[src/rtl/acq_pkg.sv]
package acq_pkg;
  typedef enum logic [2:0] {
    SEQ_IDLE,
    SEQ_REQ,
    SEQ_CONV,
    SEQ_PUSH,
    SEQ_WAIT
  } seq_state_e;
endpackage

[src/rtl/acq_us_timer.sv]
module acq_us_timer #(
  parameter int CLK_HZ   = 4_000_000,
  parameter int PERIOD_W = 16
) (
  input  logic                clk,
  input  logic                rst_n,
  input  logic                clr,
  input  logic                start,
  input  logic [PERIOD_W-1:0] period_us,
  output logic                elapsed
);
  localparam int DIV   = (CLK_HZ / 1_000_000 < 1) ? 1 : CLK_HZ / 1_000_000;
  localparam int PRE_W = (DIV > 1) ? $clog2(DIV) : 1;
  localparam logic [PERIOD_W-1:0] US_MAX = '1;

  logic [PRE_W-1:0]    pre_q, pre_d;
  logic [PERIOD_W-1:0] us_q, us_d;
  logic                tick, us_en, sat, near, asap;

  generate
    if (DIV == 1) begin : g_nodiv
      assign tick = 1'b1;
    end else begin : g_div
      assign tick = (pre_q == PRE_W'(DIV - 1));
    end
  endgenerate

  assign sat   = (us_q == US_MAX);
  assign us_en = clr | start | (tick & ~sat);

  // next-state: the start cycle itself counts as the first elapsed cycle
  always_comb begin
    pre_d = pre_q;
    us_d  = us_q;
    if (clr) begin
      pre_d = '0;
      us_d  = '0;
    end else if (start) begin
      if (DIV == 1) begin
        pre_d = '0;
        us_d  = PERIOD_W'(1);
      end else begin
        pre_d = PRE_W'(1);
        us_d  = '0;
      end
    end else begin
      pre_d = tick ? '0 : pre_q + PRE_W'(1);
      us_d  = us_q + PERIOD_W'(1);
    end
  end

  always_ff @(posedge clk or negedge rst_n) begin
    if (!rst_n) begin
      pre_q <= '0;
    end else begin
      pre_q <= pre_d;
    end
  end

  always_ff @(posedge clk or negedge rst_n) begin
    if (!rst_n) begin
      us_q <= '0;
    end else if (us_en) begin
      us_q <= us_d;
    end
  end

  // look one cycle ahead so start-to-start equals period * DIV exactly
  assign asap    = (period_us <= PERIOD_W'(1));
  assign near    = tick & (({1'b0, us_q} + (PERIOD_W+1)'(1)) == {1'b0, period_us});
  assign elapsed = asap | (us_q >= period_us) | near;

  assert_us_step_R3: assert property (@(posedge clk) disable iff (!rst_n)
    (tick && !start && !clr && !sat) |=> (us_q == $past(us_q) + PERIOD_W'(1)));

  assert_us_clear_R7: assert property (@(posedge clk) disable iff (!rst_n)
    clr |=> (us_q == '0));
endmodule

[src/rtl/acq_chan_seq.sv]
module acq_chan_seq
  import acq_pkg::*;
#(
  parameter int NUM_CH   = 4,
  parameter int SAMPLE_W = 26
) (
  input  logic                       clk,
  input  logic                       rst_n,
  input  logic                       clr,
  input  logic                       run_en,
  input  logic                       elapsed,
  input  logic                       adc_valid,
  input  logic [NUM_CH*SAMPLE_W-1:0] adc_data,
  output logic                       adc_start,
  output logic                       tmr_start,
  output logic                       push_valid,
  output logic [SAMPLE_W-1:0]        push_data
);
  localparam int CH_W = (NUM_CH > 1) ? $clog2(NUM_CH) : 1;
  localparam logic [CH_W-1:0] CH_LAST = CH_W'(NUM_CH - 1);

  seq_state_e       state_q, state_d;
  logic [CH_W-1:0]  ch_q, ch_d;
  logic             ch_en, cap_en;
  logic [SAMPLE_W-1:0] cap_q [NUM_CH];

  assign cap_en = (state_q == SEQ_CONV) & adc_valid;
  assign ch_en  = cap_en | (state_q == SEQ_PUSH);

  always_comb begin
    state_d = state_q;
    ch_d    = ch_q;
    unique case (state_q)
      SEQ_IDLE: if (run_en) state_d = SEQ_REQ;
      SEQ_REQ:  state_d = SEQ_CONV;
      SEQ_CONV: if (adc_valid) begin
        state_d = SEQ_PUSH;
        ch_d    = '0;
      end
      SEQ_PUSH: begin
        ch_d = ch_q + CH_W'(1);
        if (ch_q == CH_LAST) state_d = SEQ_WAIT;
      end
      SEQ_WAIT: if (elapsed) state_d = run_en ? SEQ_REQ : SEQ_IDLE;
      default:  state_d = SEQ_IDLE;
    endcase
    if (clr) state_d = SEQ_IDLE;
  end

  always_ff @(posedge clk or negedge rst_n) begin
    if (!rst_n) begin
      state_q <= SEQ_IDLE;
    end else begin
      state_q <= state_d;
    end
  end

  always_ff @(posedge clk or negedge rst_n) begin
    if (!rst_n) begin
      ch_q <= '0;
    end else if (ch_en) begin
      ch_q <= ch_d;
    end
  end

  generate
    for (genvar g = 0; g < NUM_CH; g++) begin : g_cap
      always_ff @(posedge clk or negedge rst_n) begin
        if (!rst_n) begin
          cap_q[g] <= '0;
        end else if (cap_en) begin
          cap_q[g] <= adc_data[g*SAMPLE_W +: SAMPLE_W];
        end
      end
    end
  endgenerate

  assign adc_start  = (state_q == SEQ_REQ);
  assign tmr_start  = (state_q == SEQ_REQ);
  assign push_valid = (state_q == SEQ_PUSH);
  assign push_data  = cap_q[ch_q];

  assert_start_pulse_R2: assert property (@(posedge clk) disable iff (!rst_n)
    adc_start |=> !adc_start);

  assert_burst_unbroken_R5: assert property (@(posedge clk) disable iff (!rst_n)
    (push_valid && (ch_q != CH_LAST) && !clr) |=> push_valid);

  assert_no_start_when_off_R8: assert property (@(posedge clk) disable iff (!rst_n)
    ((state_q == SEQ_IDLE) && !run_en) |=> !adc_start);
endmodule

[src/rtl/acq_ovf_latch.sv]
module acq_ovf_latch (
  input  logic clk,
  input  logic rst_n,
  input  logic clr,
  input  logic offer,
  input  logic accept,
  output logic flag
);
  logic drop, flag_d, flag_en;

  assign drop    = offer & ~accept;
  assign flag_en = clr | drop;
  assign flag_d  = ~clr;

  always_ff @(posedge clk or negedge rst_n) begin
    if (!rst_n) begin
      flag <= 1'b0;
    end else if (flag_en) begin
      flag <= flag_d;
    end
  end

  assert_drop_sets_R6: assert property (@(posedge clk) disable iff (!rst_n)
    (offer && !accept && !clr) |=> flag);

  assert_flag_sticky_R6: assert property (@(posedge clk) disable iff (!rst_n)
    (flag && !clr) |=> flag);

  assert_clr_drops_flag_R7: assert property (@(posedge clk) disable iff (!rst_n)
    clr |=> !flag);
endmodule

[src/rtl/acq_frame_packer.sv]
module acq_frame_packer #(
  parameter int NUM_CH   = 4,
  parameter int SAMPLE_W = 26,
  parameter int CLK_HZ   = 4_000_000,
  parameter int PERIOD_W = 16
) (
  input  logic                       clk,
  input  logic                       rst_n,
  input  logic                       clr,
  input  logic                       run_en,
  input  logic [PERIOD_W-1:0]        period_us,
  output logic                       adc_start,
  input  logic                       adc_valid,
  input  logic [NUM_CH*SAMPLE_W-1:0] adc_data,
  output logic                       fifo_valid,
  input  logic                       fifo_ready,
  output logic [SAMPLE_W-1:0]        fifo_data,
  output logic                       overflow
);
  logic [1:0] rst_pipe;
  logic       rst_n_s;
  logic       elapsed, tmr_start;

  // asynchronous assert, synchronous release
  always_ff @(posedge clk or negedge rst_n) begin
    if (!rst_n) begin
      rst_pipe <= 2'b00;
    end else begin
      rst_pipe <= {rst_pipe[0], 1'b1};
    end
  end
  assign rst_n_s = rst_pipe[1];

  acq_us_timer #(
    .CLK_HZ   (CLK_HZ),
    .PERIOD_W (PERIOD_W)
  ) i_timer (
    .clk       (clk),
    .rst_n     (rst_n_s),
    .clr       (clr),
    .start     (tmr_start),
    .period_us (period_us),
    .elapsed   (elapsed)
  );

  acq_chan_seq #(
    .NUM_CH   (NUM_CH),
    .SAMPLE_W (SAMPLE_W)
  ) i_seq (
    .clk        (clk),
    .rst_n      (rst_n_s),
    .clr        (clr),
    .run_en     (run_en),
    .elapsed    (elapsed),
    .adc_valid  (adc_valid),
    .adc_data   (adc_data),
    .adc_start  (adc_start),
    .tmr_start  (tmr_start),
    .push_valid (fifo_valid),
    .push_data  (fifo_data)
  );

  acq_ovf_latch i_ovf (
    .clk    (clk),
    .rst_n  (rst_n_s),
    .clr    (clr),
    .offer  (fifo_valid),
    .accept (fifo_ready),
    .flag   (overflow)
  );

  assert_clr_aborts_R7: assert property (@(posedge clk) disable iff (!rst_n_s)
    clr |=> (!fifo_valid && !adc_start));

  assert_reset_quiet_R9: assert property (@(posedge clk)
    !rst_n_s |-> (!fifo_valid && !adc_start && !overflow));
endmodule

[config.mk]
export PLATFORM = sky130hd
export DESIGN_NAME = acq_frame_packer
export DESIGN_NICKNAME = d
export VERILOG_FILES = /design/src/rtl/acq_pkg.sv /design/src/rtl/acq_us_timer.sv /design/src/rtl/acq_chan_seq.sv /design/src/rtl/acq_ovf_latch.sv /design/src/rtl/acq_frame_packer.sv
export SDC_FILE = /design/constraint.sdc
export NUM_CORES = 1
export LEC_CHECK = 0
export BUFFER_PORTS_ARGS = -buffer_cell sky130_fd_sc_hd__buf_2
export CAP_MARGIN = 10
export CORE_MARGIN = 5
export CORE_UTILIZATION = 59
export DETAILED_ROUTE_END_ITERATION = 8
export HOLD_SLACK_MARGIN = 0.08
export PLACE_DENSITY = 0.86
export SETUP_SLACK_MARGIN = 0.5
export SYNTH_ARGS = -nofsm -noshare
export SYNTH_HDL_FRONTEND = slang
export SYNTH_HIERARCHICAL = 1
export SYNTH_SLANG_ARGS = --single-unit
[constraint.sdc]
create_clock -name clk -period 9.85 [get_ports clk]
set_input_delay 0 -clock clk [delete_from_list [all_inputs] [get_ports clk]]
set_output_delay 0 -clock clk [all_outputs]
set_load 0.05 [all_outputs]
==> impl_summary.txt, run 1 <==
----------------------------------------------------
[Clocking]
  Post-CTS repair timing setup buffer count ... 0
  Clock insertion delay at the later pin of the skew report ... 0.41 ns
  Clock tree from TritonCTS ... built
  Number of clock sinks seen by CTS ... 130
  Number of CTS-inserted buffers ... 17
  Clock-pin slew on the worst setup and hold paths ... 0.05 ns
  Hold-fix buffers at CTS ... 110
  Number of H-tree levels ... 4
  CTS Root Cell ... clkbuf_16
  Longest Clk Path Bufs ... 2
  CTS resizes ... 0

[Cells and area]
  Synth-to-Final Area Change ... 36.24%
  Storage element area ... 3258 sq um
  Share of layout cells above drive strength 1 ... 42.25%
  Ant diodes ... 0
  Layout Nets ... 908
  Final-layout fill cell count ... 642
  Non-filler instance count after layout ... 917
  Multi-input gate area ... 3324 sq um

[Yosys]
  Largest cells by area after synthesis ... dfrtp_1 47%, mux2_2 11%, mux4_2 8.5%, mux2_4 8.3%, ha_1 3.5%
  Avg Synthesized Cell Area ... 13.51 sq um
  Yosys warns ... 6
  Post-Synthesis Cells ... 507
  Synthesized flop and latch total ... 130
  Number of distinct library cell variants in the gate-level netlist after synthesis ... 63
  Yosys top cell area share ... 47.49%
  Largest area contributor in the netlist ... dfrtp_1
  Number of enable-type register cells in the synthesized netlist ... 0
  Proportion of synthesized chip area in sequential cells ... 47.49%
  Area of the mapped netlist ... 6850 sq um
  Most used DFF post-synth ... dfrtp_1
  Synthesized net count ... 652
  Synth async-reset ratio ... 100.0%

[STA]
  Number of pins exceeding their max-slew limit in the final report ... 0
  Worst Hold Margin ... 0.3041 ns
  Post-Route Skew ... 0.01122 ns
  Slew @ Worst Pin ... 1.144 ns
  Max-slew headroom at the worst pin ... 23.74%
  Unrepaired setup endpoints after global routing ... false
  Crit path time final ... 3.196 ns
  Hold Fails Final Rpt ... 0
  Post-route setup TNS ... 0 ns
  Post-route worst setup slack ... 6.654 ns
  Share of the clock period used by the worst path ... 32.45%
  Highest achievable clock rate ... 312.9 MHz
  Endpoints failing setup ... 0

[GRT]
  Global-route wire length before repair ... 32.29 mm
  Global-route usage over all layers ... 29.71%
  Pin count of the biggest net entering global routing ... 78
  Via count of the first global-routing pass ... 5,947
  GRT overflow ... 0
  Number of antenna violations at the first check in global routing ... 0

[Critical path]
  Req. time, crit path ... 10.20 ns
  Crit path largest cell delay ... 0.59 ns
  Setup crit start kind ... flip-flop
  Cell breakdown of the critical path ... nand4_4, or2_1, or3_4, a2111oi_4, nand4_1, o211ai_1, nand3_1, a311oi_1, dlygate4sd3_1
  Setup crit end kind ... flip-flop
  Critical path class ... flip-flop to flip-flop
  Critical Path Fanout Max ... 12
  Worst path arrival time ... 3.54 ns
  Max stage delay cell, worst path ... dfrtp_1

[Flow run]
  Count of maximum capacitance violations ... 0

[Drt]
  Remaining DRCs ... 0
  DR vias/cell ... 5.718
  Number of DRC violations after detailed-routing iteration 0 ... 388
  Wire length per cell after detailed routing ... 21.73 um
  Via count ... 5,243
  Antenna viol nets, final ... 0
  Total routed wirelength ... 19.93 mm
  Length of the first detailed-routing pass in iterations ... 5

[Floorplan]
  IO Pins ... 155
  DIE AREA ... 13,870 sq um
  Die Width ... 117.8 um
  Row count ... 39
  Starting Density ... 59.99%
  Die H ... 117.8 um
  Area of the placeable core ... 11,420 sq um

[Placement]
  Number of port buffers ... 154
  Placement Setup Slack ... 7.173 ns
  Routability congestion estimate ... 0.9057
  Post-DP HPWL ... 11.21 mm
  Placed insts ... 777

[Outcome]
  Result of the run ... complete, no violations

[Pwr]
  Lkg Pwr ... 4.276 nW
  P per Cell Area ... 289.1 nW/um^2
  Peak VDD IR ... 0.0003620 V

[Min path]
  Hold Crit Class ... primary input to flip-flop

----------------------------------------------------
-- state kept, by name, indices dropped and copies added (netlist names) --
signal / cells
i_ovf/flag: 1
i_seq/cap_q: 104
i_seq/ch_q: 2
i_seq/state_q: 3
i_timer/pre_q: 2
i_timer/us_q: 16
rst_pipe: 2
-- routing by layer --
metal / GRT usage, % / vias to the layer above / share of wire, %
met5: 0 / - / 0
met4: 14.27 / 0 / 3.8
met3: 6.920 / 52 / 5.1
met2: 51.38 / 207 / 53
met1: 34.80 / 2622 / 38
li1: - / 2362 / -
-- worst paths after layout --
path                                     to  slack [ns]  cells after the start            start
min reg2reg                     rst_pipe[1]        0.36                      0      rst_pipe[0]
min                           i_seq/ch_q[1]        0.30                      3        adc_valid
max in group asynchronous    i_seq/cap_q[0]        8.05                      1      rst_pipe[1]
min in group asynchronous    i_seq/cap_q[9]        0.40                      0      rst_pipe[1]
max                        i_seq/state_q[0]        6.65                      9  i_timer/us_q[2]
max reg2reg                i_seq/state_q[0]        6.65                      9  i_timer/us_q[2]
-- per-stage QoR --
stage          utilization (%)  area (sq um)  power [mW]
2_1_floorplan                -          6850       1.729
6_report                 81.73          9333       2.698
4_1_cts                  81.73          9333       2.650
5_1_grt                  81.73          9333       2.809
3_3_place_gp             66.85          7634       1.914
3_5_place_dp             66.85          7634       1.962
-- cell type report --
cell class | instances | area share, %
well taps | 143 | 1.917
flip-flops and latches | 130 | 34.91
inverters | 21 | 0.8446
clock buffers | 26 | 5.349
clock inverters | 4 | 1.059
repair buffers | 267 | 20.30
multi-input cells | 326 | 35.62
-- critical path, delay by kind of cell, from the launching register on --
family / cells / cell delay (ns)
AOI/OAI and AO/OA: 3 / 0.76
and+or+nand+nor: 5 / 1.20
buffers and inverters: 1 / 0.57
DFF: 1 / 0.59
-- power breakdown --
part / internal, mW / switching, mW / leakage (nW)
sequential: 0.758 / 0.187 / 1.59
clock: 0.423 / 0.219 / 0.291
combinational: 0.490 / 0.621 / 2.39
-- cells in the mapped netlist, types with 11 or more instances --
cell and n:
buf_2 12, dfrtp_1 130, ha_1 19, inv_1 21
mux2_2 67, mux2_4 38, mux4_2 26, nand2_1 11
nor2_1 31, xnor2_1 19, xor2_1 11
-- layout by cell type (no fill, tap or decap), drive strengths merged, types with 6 or more instances in the layout --
cell type and n:
a21oi 10, xor2 11, a21o 6, nand2 11
clkbuf 26, buf 157, mux2 105, dfrtp 130
o21ai 8, nand3 9, ha 19, mux4 26
dlygate4sd3 110, xnor2 19, nor2 31, inv 21
nand4 7
-- cells by family (layout without fill, tap and decap cells) --
| kind of cell | after synthesis | count (layout) | synth area share, % |
|---|---|---|---|
| and+or+nand+nor | 96 | 96 | 7.818 |
| xor gates and xnor gates | 30 | 30 | 3.836 |
| AOI/OAI and AO/OA | 49 | 49 | 5.406 |
| other | 1 | 1 | 0.05474 |
| muxes | 131 | 131 | 27.89 |
| DFF | 130 | 130 | 47.49 |
| adders and majority gates | 19 | 19 | 3.470 |
| buffers and inverters | 51 | 318 | 4.037 |
Power figures use the tool's default switching activity.
==> run 2, diff against run 1 <==
Settings changed: CORE_UTILIZATION 59 to 49, PLACE_DENSITY 0.86 to 0.76.
Clock period 9.85 ns to 2.7 ns, I/O delays scaled along.
==> impl_summary.txt, run 2 (synthesis gave the netlist of run 1 again) <==
----------------------------------------------------
[Flow run]
  Count of maximum capacitance violations ... 0 (unchanged)

[Drt]
  Via count ... 5,367 (was 5,243)
  Met2 routed wirelength ... 11.54 mm (was 10.55 mm)
  Antenna viol nets, final ... 0 (unchanged)
  Wire length per cell after detailed routing ... 21.40 um (was 21.73 um)
  Number of DRC violations after detailed-routing iteration 0 ... 317 (was 388)
  Metal3 WL ... 1.305 mm (was 1.025 mm)
  Remaining DRCs ... 0 (unchanged)
  Total routed wirelength ... 21.00 mm (was 19.93 mm)
  DR vias/cell ... 5.471 (was 5.718)
  Highest routing layer actually used ... met4 (unchanged)
  Met1 wire length ... 7.420 mm (was 7.591 mm)
  Length of the first detailed-routing pass in iterations ... 5 (unchanged)

[Floorplan]
  Die H ... 128.2 um (was 117.8 um)
  DIE AREA ... 16,450 sq um (was 13,870 sq um)
  Die Width ... 128.2 um (was 117.8 um)
  Starting Density ... 49.74% (was 59.99%)
  Row count ... 43 (was 39)
  IO Pins ... 155 (unchanged)
  Area of the placeable core ... 13,770 sq um (was 11,420 sq um)

[Placement]
  Placed insts ... 823 (was 777)
  Routability congestion estimate ... 0.9505 (was 0.9057)
  Number of port buffers ... 154 (unchanged)
  Post-DP HPWL ... 12.07 mm (was 11.21 mm)

[Critical path]
  Cell breakdown of the critical path ... nand4_4, buf_6, o21a_1, or4_1, a22oi_1, nand4_1, o211ai_1, nand3_1, a311oi_1 (was nand4_4, or2_1, or3_4, a2111oi_4, nand4_1, o211ai_1, nand3_1, a311oi_1, dlygate4sd3_1)
  Worst path arrival time ... 2.71 ns (was 3.54 ns)
  Number of cell instances on the worst register-to-register path ... 9 (unchanged)
  Max stage delay cell, worst path ... or4_1 (was dfrtp_1)
  Setup crit end kind ... flip-flop (unchanged)
  RR Endpoint ... i_seq/state_q[0] (unchanged)
  Setup crit start kind ... flip-flop (unchanged)
  Critical Path Fanout Max ... 5 (was 12)
  Req. time, crit path ... 3.01 ns (was 10.20 ns)
  Critical path class ... flip-flop to flip-flop (unchanged)
  Crit path largest cell delay ... 0.47 ns (was 0.59 ns)
  Setup slack of the worst register-to-register path ... 0.31 ns (was 6.65 ns)
  Origin of the critical flop-to-flop path ... i_timer/us_q[3] (was i_timer/us_q[2])

[Cells and area]
  Max reg flops ... 104 (unchanged)
  Layout Nets ... 932 (was 908)
  Synth-to-Final Area Change ... 43.73% (was 36.24%)
  Non-filler instance count after layout ... 981 (was 917)
  Storage element area ... 3276 sq um (was 3258 sq um)
  Most flops, register ... i_seq/cap_q (unchanged)
  Registers with the most flip-flops ... i_seq/cap_q x104, i_timer/us_q x16, i_seq/state_q x3 (unchanged)
  Share of layout cells above drive strength 1 ... 48.50% (was 42.25%)
  Final-layout fill cell count ... 903 (was 642)
  Multi-input gate area ... 3463 sq um (was 3324 sq um)
  Most common library cell in the layout ignoring fill and taps ... buf_2 (unchanged)
  Top library cells by usage in the layout, fill and taps aside ... 154 x buf_2, 116 x dfrtp_1, 110 x dlygate4sd3_1 (was 154 x buf_2, 128 x dfrtp_1, 110 x dlygate4sd3_1)

[STA]
  Number of pins exceeding their max-slew limit in the final report ... 0 (unchanged)
  Share of the clock period used by the worst path ... 88.65% (was 32.45%)
  Hold Fails Final Rpt ... 0 (unchanged)
  Slew @ Worst Pin ... 0.5713 ns (was 1.144 ns)
  Post-Route Skew ... 0.01338 ns (was 0.01122 ns)
  Unrepaired setup endpoints after global routing ... true (was false)
  Highest achievable clock rate ... 417.8 MHz (was 312.9 MHz)
  Crit path time final ... 2.394 ns (was 3.196 ns)
  Post-route setup TNS ... 0 ns (unchanged)
  Endpoints failing setup ... 0 (unchanged)
  Max-slew headroom at the worst pin ... 61.91% (was 23.74%)

[Pwr]
  Lkg Pwr ... 4.464 nW (was 4.276 nW)
  P per Cell Area ... 1039 nW/um^2 (was 289.1 nW/um^2)
  Peak VDD IR ... 0.0008500 V (was 0.0003620 V)

[GRT]
  Global-route wire length before repair ... 32.95 mm (was 32.29 mm)
  Global-route usage over all layers ... 26.35% (was 29.71%)
  GRT overflow ... 0 (unchanged)
  Pin count of the biggest net entering global routing ... 56 (was 78)
  Via count of the first global-routing pass ... 6,166 (was 5,947)
  Number of antenna violations at the first check in global routing ... 1 (was 0)

[Clocking]
  Clock tree from TritonCTS ... built (unchanged)
  Clock insertion delay at the later pin of the skew report ... 0.42 ns (was 0.41 ns)
  Number of clock sinks seen by CTS ... 130 (unchanged)
  Clock-pin slew on the worst setup and hold paths ... 0.06 ns (was 0.05 ns)
  Number of H-tree levels ... 4 (unchanged)
  Number of CTS-inserted buffers ... 17 (unchanged)
  Longest Clk Path Bufs ... 2 (unchanged)
  CTS Root Cell ... clkbuf_16 (unchanged)

[Min path]
  Hold Crit Class ... flip-flop to async pin (was primary input to flip-flop)

[Outcome]
  Result of the run ... complete, no violations (unchanged)

----------------------------------------------------
run 2: cell types whose count changed in the layout (fill, tap and decap cells not counted), moves of 3 or more:
cell	change
buf_4	+20
dfrtp_1	-12
buf_12	+3
dfrtp_2	+11
clkbuf_1	-4
bufinv_16	+3
run 2: metrics by stage:
stage               instance area [sq um]  hold WS (ns)  setup WS [ns]  total power, mW  utilization (%)
floorplan                            6878       -0.2956         0.4412            6.310                -
CTS                                  9778        0.3221         0.4036            10.06            70.99
detailed placement                   7807       -0.2067         0.1161            7.199            56.69
global route                         9846        0.3388         0.2015            10.63            71.48
global placement                     7807       -0.2143         0.1886            7.049            56.69
finish                               9846        0.3233         0.3063            10.23            71.48
run 2: timing repair:
item,CTS,global route
endpoints found under the hold margin,111,0
gates resized for setup,28,9
pin swaps,11,10
setup buffers,13,2
hold buffers,110,0
setup endpoints to repair,26,3
run 2: area by class of cell:
cell class	instances	area share, %
Clock inverter	12	2.313
Sequential cell	130	33.27
Multi-Input combinational cell	326	35.18
Clock buffer	20	4.638
Antenna cell	1	0.02542
Tap cell	180	2.287
Inverter	21	0.8006
Timing Repair Buffer	291	21.49
run 2: power breakdown:
part | internal (mW) | switching [mW]
Sequential | 2.77 | 0.577
Clock | 1.79 | 0.869
Combinational | 1.85 | 2.37
run 2: critical path, delay by kind of cell, from the launching register on:
kind	cells	cell delay, ns
AND/OR/NAND/NOR	4	0.88
AO/OA/AOI/OAI	4	0.81
flip-flops	1	0.44
buffers and inverters	1	0.15
run 2: worst max-delay path by stage:
| stage | start | endpoint | slack [ns] |
|---|---|---|---|
| finish | i_timer/us_q[3] | i_seq/state_q[0] | 0.31 |
| global route | i_timer/us_q[1] | i_seq/state_q[0] | 0.20 |
| CTS | i_timer/us_q[1] | i_seq/state_q[0] | 0.40 |
| detailed placement | i_timer/us_q[0] | i_seq/state_q[0] | 0.12 |
| global placement | i_timer/us_q[0] | i_seq/state_q[0] | 0.19 |
| floorplan | i_timer/us_q[0] | i_seq/state_q[0] | 0.44 |
run 2: metal layers:
layer / global-route usage, % / vias up
met2: 48.18 / 212
met5: 0 / -
met4: 12.11 / 0
met3: 7.292 / 58
met1: 27.95 / 2675
li1: - / 2422
